===== src/rtl/ring_hdr_pkg.sv =====
package ring_hdr_pkg;

    // Number of header words and their fixed slot order in the ring.
    localparam int unsigned HDR_WORDS  = 4;
    localparam int unsigned IDX_W      = $clog2(HDR_WORDS);
    localparam int unsigned WORD_SHIFT = 2;
    localparam int unsigned HDR_BYTES  = HDR_WORDS << WORD_SHIFT;

    localparam int unsigned SLOT_MIN  = 0;
    localparam int unsigned SLOT_MAX  = 1;
    localparam int unsigned SLOT_NEXT = 2;
    localparam int unsigned SLOT_STOP = 3;

    typedef enum logic [2:0] {
        ST_IDLE,
        ST_REQ,
        ST_WAIT,
        ST_EVAL,
        ST_REPORT
    } seq_state_e;

endpackage


===== src/rtl/ring_hdr_seq.sv =====
module ring_hdr_seq
    import ring_hdr_pkg::*;
#(
    parameter int unsigned WORDS = HDR_WORDS,
    parameter int unsigned IW    = IDX_W
) (
    input  logic          clk,
    input  logic          rst_n,
    input  logic          go_i,
    input  logic          nz_i,
    input  logic          pass_i,
    output logic          rd_req_o,
    output logic          cap_en_o,
    output logic [IW-1:0] idx_o,
    output logic          busy_o,
    output logic          done_o,
    output logic          valid_o,
    output logic          reject_o,
    output logic          cfg_ok_o
);

    localparam logic [IW-1:0] LAST_IDX = IW'(WORDS - 1);

    seq_state_e    state_q;
    seq_state_e    state_d;
    logic [IW-1:0] idx_q;
    logic          pass_q;
    logic          cfg_ok_q;
    logic          last_word;
    logic          accept_go;
    logic          accept_clr;

    assign last_word  = (idx_q == LAST_IDX);
    assign accept_go  = (state_q == ST_IDLE) && go_i && nz_i;
    assign accept_clr = (state_q == ST_IDLE) && go_i && !nz_i;

    // Next-state selection
    always_comb begin
        state_d = state_q;
        unique case (state_q)
            ST_IDLE:   if (accept_go) state_d = ST_REQ;
            ST_REQ:    state_d = ST_WAIT;
            ST_WAIT:   state_d = last_word ? ST_EVAL : ST_REQ;
            ST_EVAL:   state_d = ST_REPORT;
            ST_REPORT: state_d = ST_IDLE;
            default:   state_d = ST_IDLE;
        endcase
    end

    // State register
    always_ff @(posedge clk) begin
        if (!rst_n) begin
            state_q <= ST_IDLE;
        end else begin
            state_q <= state_d;
        end
    end

    // Word index: cleared on accept, advanced after each capture
    always_ff @(posedge clk) begin
        if (!rst_n) begin
            idx_q <= '0;
        end else if (accept_go) begin
            idx_q <= '0;
        end else if (state_q == ST_WAIT && !last_word) begin
            idx_q <= idx_q + 1'b1;
        end
    end

    // Verdict and configuration flag
    always_ff @(posedge clk) begin
        if (!rst_n) begin
            pass_q   <= 1'b0;
            cfg_ok_q <= 1'b0;
        end else if (accept_clr) begin
            cfg_ok_q <= 1'b0;
        end else if (state_q == ST_EVAL) begin
            pass_q   <= pass_i;
            cfg_ok_q <= pass_i;
        end
    end

    // Outputs
    always_comb begin
        rd_req_o = 1'b0;
        cap_en_o = 1'b0;
        busy_o   = 1'b1;
        done_o   = 1'b0;
        valid_o  = 1'b0;
        reject_o = 1'b0;
        unique case (state_q)
            ST_IDLE:   busy_o = 1'b0;
            ST_REQ:    rd_req_o = 1'b1;
            ST_WAIT:   cap_en_o = 1'b1;
            ST_EVAL:   ;
            ST_REPORT: begin
                done_o   = 1'b1;
                valid_o  = pass_q;
                reject_o = !pass_q;
            end
            default:   busy_o = 1'b0;
        endcase
    end

    assign idx_o    = idx_q;
    assign cfg_ok_o = cfg_ok_q;

endmodule


===== src/rtl/ring_hdr_store.sv =====
module ring_hdr_store
    import ring_hdr_pkg::*;
#(
    parameter int unsigned DATA_W = 32,
    parameter int unsigned IW     = IDX_W
) (
    input  logic                      clk,
    input  logic                      rst_n,
    input  logic                      cap_en_i,
    input  logic [IW-1:0]             idx_i,
    input  logic [DATA_W-1:0]         data_i,
    output logic [DATA_W-1:0]         min_o,
    output logic [DATA_W-1:0]         max_o,
    output logic [HDR_WORDS-1:0][1:0] low_o
);

    // min and max need full width for the range rules; next and stop
    // only feed the alignment rule, so only their low bits are kept.
    for (genvar g = 0; g < HDR_WORDS; g++) begin : g_slot
        logic hit;
        assign hit = cap_en_i && (idx_i == IW'(g));

        if (g == SLOT_MIN || g == SLOT_MAX) begin : g_full
            logic [DATA_W-1:0] word_q;
            always_ff @(posedge clk) begin
                if (!rst_n) begin
                    word_q <= '0;
                end else if (hit) begin
                    word_q <= data_i;
                end
            end
            assign low_o[g] = word_q[1:0];
            if (g == SLOT_MIN) begin : g_min
                assign min_o = word_q;
            end else begin : g_max
                assign max_o = word_q;
            end
        end else begin : g_low
            logic [1:0] low_q;
            always_ff @(posedge clk) begin
                if (!rst_n) begin
                    low_q <= '0;
                end else if (hit) begin
                    low_q <= data_i[1:0];
                end
            end
            assign low_o[g] = low_q;
        end
    end

endmodule


===== src/rtl/ring_hdr_rules.sv =====
module ring_hdr_rules
    import ring_hdr_pkg::*;
#(
    parameter int unsigned DATA_W     = 32,
    parameter int unsigned RING_BYTES = 32'h0001_0000,
    parameter int unsigned MIN_SPAN   = 10240
) (
    input  logic [DATA_W-1:0]         min_i,
    input  logic [DATA_W-1:0]         max_i,
    input  logic [HDR_WORDS-1:0][1:0] low_i,
    output logic                      pass_o
);

    localparam int unsigned XW = DATA_W + 1;

    logic [HDR_WORDS-1:0] misaligned;
    logic [XW-1:0]        min_x;
    logic [XW-1:0]        max_x;
    logic [XW-1:0]        span_floor;
    logic                 align_ok;
    logic                 min_ok;
    logic                 max_ok;
    logic                 span_ok;

    for (genvar g = 0; g < HDR_WORDS; g++) begin : g_align
        assign misaligned[g] = |low_i[g];
    end

    assign min_x      = {1'b0, min_i};
    assign max_x      = {1'b0, max_i};
    assign span_floor = min_x + XW'(MIN_SPAN);

    assign align_ok = ~|misaligned;
    assign min_ok   = (min_x >= XW'(HDR_BYTES));
    assign max_ok   = (max_x <= XW'(RING_BYTES));
    assign span_ok  = (max_x >= span_floor);

    assign pass_o = align_ok && min_ok && max_ok && span_ok;

endmodule


===== src/rtl/ring_hdr_check.sv =====
module ring_hdr_check
    import ring_hdr_pkg::*;
#(
    parameter int unsigned DATA_W     = 32,
    parameter int unsigned MEM_BYTES  = 32'h0010_0000,
    parameter int unsigned RING_BYTES = 32'h0001_0000,
    parameter int unsigned MIN_SPAN   = 10240,
    parameter int unsigned ADDR_W     = $clog2(MEM_BYTES)
) (
    input  logic              clk,
    input  logic              rst_n,
    input  logic              cfg_wr_i,
    input  logic [DATA_W-1:0] cfg_val_i,
    output logic              rd_req_o,
    output logic [ADDR_W-1:0] rd_addr_o,
    input  logic [DATA_W-1:0] rd_data_i,
    output logic              busy_o,
    output logic              done_o,
    output logic              valid_o,
    output logic              reject_o,
    output logic              cfg_ok_o
);

    localparam logic [ADDR_W-1:0] RING_BASE = ADDR_W'(MEM_BYTES - RING_BYTES);

    logic                      cap_en;
    logic [IDX_W-1:0]          idx;
    logic                      pass;
    logic [DATA_W-1:0]         hdr_min;
    logic [DATA_W-1:0]         hdr_max;
    logic [HDR_WORDS-1:0][1:0] hdr_low;

    ring_hdr_seq #(
        .WORDS (HDR_WORDS),
        .IW    (IDX_W)
    ) u_seq (
        .clk      (clk),
        .rst_n    (rst_n),
        .go_i     (cfg_wr_i),
        .nz_i     (|cfg_val_i),
        .pass_i   (pass),
        .rd_req_o (rd_req_o),
        .cap_en_o (cap_en),
        .idx_o    (idx),
        .busy_o   (busy_o),
        .done_o   (done_o),
        .valid_o  (valid_o),
        .reject_o (reject_o),
        .cfg_ok_o (cfg_ok_o)
    );

    ring_hdr_store #(
        .DATA_W (DATA_W),
        .IW     (IDX_W)
    ) u_store (
        .clk      (clk),
        .rst_n    (rst_n),
        .cap_en_i (cap_en),
        .idx_i    (idx),
        .data_i   (rd_data_i),
        .min_o    (hdr_min),
        .max_o    (hdr_max),
        .low_o    (hdr_low)
    );

    ring_hdr_rules #(
        .DATA_W     (DATA_W),
        .RING_BYTES (RING_BYTES),
        .MIN_SPAN   (MIN_SPAN)
    ) u_rules (
        .min_i  (hdr_min),
        .max_i  (hdr_max),
        .low_i  (hdr_low),
        .pass_o (pass)
    );

    assign rd_addr_o = RING_BASE + ADDR_W'({idx, WORD_SHIFT'(0)});

endmodule


===== config.mk =====
export PLATFORM = sky130hd
export DESIGN_NAME = ring_hdr_check
export DESIGN_NICKNAME = d
export VERILOG_FILES = /design/src/rtl/ring_hdr_pkg.sv /design/src/rtl/ring_hdr_seq.sv /design/src/rtl/ring_hdr_store.sv /design/src/rtl/ring_hdr_rules.sv /design/src/rtl/ring_hdr_check.sv
export SDC_FILE = /design/constraint.sdc
export NUM_CORES = 1
export LEC_CHECK = 0
export BUFFER_PORTS_ARGS = -buffer_cell sky130_fd_sc_hd__clkbuf_2
export CAP_MARGIN = 20
export CELL_PAD_IN_SITES_DETAIL_PLACEMENT = 1
export CELL_PAD_IN_SITES_GLOBAL_PLACEMENT = 1
export CORE_UTILIZATION = 35
export DETAILED_ROUTE_END_ITERATION = 16
export HOLD_SLACK_MARGIN = 0.12
export PLACE_DENSITY_LB_ADDON = 0.1
export SYNTH_ARGS = -nofsm -noshare
export SYNTH_HDL_FRONTEND = slang
export SYNTH_SLANG_ARGS = --single-unit
export TNS_END_PERCENT = 50

===== constraint.sdc =====
create_clock -name clk -period 2.9 [get_ports clk]
set_input_delay 0.145 -clock clk [delete_from_list [all_inputs] [get_ports clk]]
set_output_delay 0.145 -clock clk [all_outputs]
set_load 0.005 [all_outputs]

==> run metrics <==
HP Class input port to flop; M3 GR Usage 0.0498; Worst setup SP type flop; clock latency on the worst-skew pair 340 ps; Synth area leaders dfxtp_1, nand2_1, ha_1; met2 usage in global routing 0.348; cell-internal power 2020 uW; total wire length 12.7 mm; Final Hold Fails 0; core area 12200 um2; cell count after synthesis 550; Reg power frac 0.409; critical path launch point u_store.min_o[21]; Tcrit/Tclk final 0.922; layout cells sized above 1 0.173; All-Layer GR Usage 0.206; Design Area, Final 5550 um2; Worst Path Max Fanout 7; total grt overflow 0; final setup violation count 0; DPL Wire Length 9.54 mm; TNS Setup 0 ps; Post-CTS Setup Bufs 0; Clock Skews 5.64 ps; CP Data Arrival Time 2950 ps; routability cong. 0.813; Initial Utilization 0.364; Max Freq 374 MHz; met1 GRT Util 0.253; Placed Area 4870 um2; hold path startpoint cfg_val_i[24]; FFs w/ async S/R, synth 0; vias in the first global route 4215; Vias per Instance 5.02; Post-synth EDFFs 0; max-slew violations 0; clk buf depth 2; initial antenna violation count 0; gr busiest metal met2; yosys synthesis warning count 0; Sw Ratio 0.233; Antenna Nets Post-Route 0; leading area contributor after synthesis dfxtp_1; cts bufs inserted 9; CTS tree done; input/output buffers 74; status complete, no violations; H-tree levels 3; RSZ-0062 raised after global routing no; Die Area 13100 um2; Least-Margin Pin Slew 641 ps; max cap viols 0; Worst R2R Start u_store.min_o[21]; count of cell types in the netlist 49; Chip Width 114 um; Layout Nets 754; Min Hold Slack 294 ps; Rel. slew slack 0.573; count leader, synth nand2_1; Via Count 4129; Clk network pwr share 0.493; VDD IR max 0.229 mV; post-synthesis sequential area ratio 0.339; Ant. Diodes 0; Storage cell area 1500 um2; Wirelength per Cell 15.4 um; Layout area overhead 25.5%; top-area cell type share of the netlist area 0.339; drt first pass iters 4; # IOs 93; Post-Syn Area 4420 um2; FP Rows 40; list of most frequent post-synthesis cells nand2_1, dfxtp_1, a21boi_0, ha_1, nor4_1; worst endpoint required time 3170 ps; initial drt markers 170; Syn Area/Cell 8.04 um2; Power Dens Cells 474 nW/um2; # fillers 1489; post-layout util 0.457; Crit Path Category flop to flop; Setup crit end kind flop; clk slew on worst S/H paths 60 ps; largest net degree at the start of global routing 74; # DRC 0; clk root buf clkbuf_16; Multi-input gate area 2680 um2; leakage 0.00221 uW; most used flip-flop cell after synthesis dfxtp_1; clock sinks 75; switching power 612 uW; Seq cells post-synth 75; first-pass GRT wire length 20.7 mm; logic gate share of total power 0.099; Die Ht 114 um; min Tclk post-route 2670 ps
[final cells by class]
class                      count  share of cell area
clock inverter                 7              0.0210
timing repair buffer         115               0.137
inverter                      17              0.0115
tap                          168              0.0379
multi-input combinational    432               0.482
sequential                    75               0.270
clock buffer                   9              0.0406
[final timing paths]
| kind | endpoint | slack, ps | cells past startpoint |
|---|---|---|---|
| max | u_seq.pass_q | 230 | 12 |
| min | u_seq.state_q[0] | 290 | 6 |
| max reg2reg | u_seq.pass_q | 230 | 12 |
| min reg2reg | u_store.min_o[3] | 470 | 2 |
[layer usage]
metal	part of all wire	routed length [um]
met5	0	0
met4	0.021	269
met3	0.042	537
met2	0.48	6050
met1	0.46	5810
[placed cells by master, fill, tap and decap left out, drive strengths merged, types with 2 or more instances in the layout]
cell / instances
or2: 2
a211oi: 2
and3: 6
dlygate4sd3: 33
nor2: 16
nand4: 15
nand3: 10
clkbuf: 83
nand2: 148
nor3: 4
and2: 3
bufinv: 3
a21o: 2
ha: 37
a22oi: 2
conb: 18
nor2b: 9
clkinv: 3
a21boi: 64
xor2: 13
inv: 17
and4: 3
dfxtp: 75
o21a: 2
xnor2: 8
o21ai: 11
nor4: 25
mux2i: 4
buf: 8
a21oi: 20
[critical path, stage by stage, from the launching register on]
cell and delay [ps]:
dfxtp_1 450, and4_4 300, nand3_4 110, nor3_4 290
nand4_1 150, xor2_1 180, ha_1 290, nand3_1 120
nor3_2 270, nand4_1 130, nand2_1 100, a21oi_2 60
a21oi_1 160
[logic make-up (layout without fill, tap and decap cells)]
group,Yosys count,in the layout,share of synthesized area
AO/OA/AOI/OAI,106,106,0.166
XOR/XNOR,21,21,0.0416
multiplexers,4,4,0.00905
adder cells (fa/ha/maj),37,37,0.105
other,2,18,0.00170
AND/OR/NAND/NOR,246,246,0.267
flip-flops,75,75,0.339
buffers and inverters,59,148,0.0713
[sequential cells by signal, summed over array words and instances (netlist names)]
register	cells
u_store.g_slot.g_low.low_q	4
u_store.min_o	32
u_store.max_o	32
u_seq.idx_o	2
u_seq.state_q	3
u_seq.pass_q	1
u_seq.cfg_ok_o	1
[power by group through the flow]
stage / combinational (uW) / clock, uW / sequential, uW
floorplan: 150 / 0 / 1090
global placement: 218 / 0 / 1100
detailed placement: 224 / 0 / 1100
CTS: 259 / 1330 / 1070
global route: 288 / 1380 / 1080
finish: 259 / 1300 / 1070
[through the flow]
| step | std cells | power (uW) | worst slack, ps |
|---|---|---|---|
| after floorplan | 566 | 1240 | 579 |
| after global placement | 774 | 1310 | 373 |
| after detailed placement | 774 | 1320 | 124 |
| after CTS | 823 | 2660 | 113 |
| after global routing | 823 | 2740 | 58.7 |
| final | 823 | 2630 | 226 |
[timing repair]
item | CTS | global route
hold endpoints to repair | 64 | 0
hold buffers | 33 | 0
resized for setup | 0 | 2
setup endpoints to repair | 0 | 2
No activity file was read; power rests on OpenSTA's default activity.
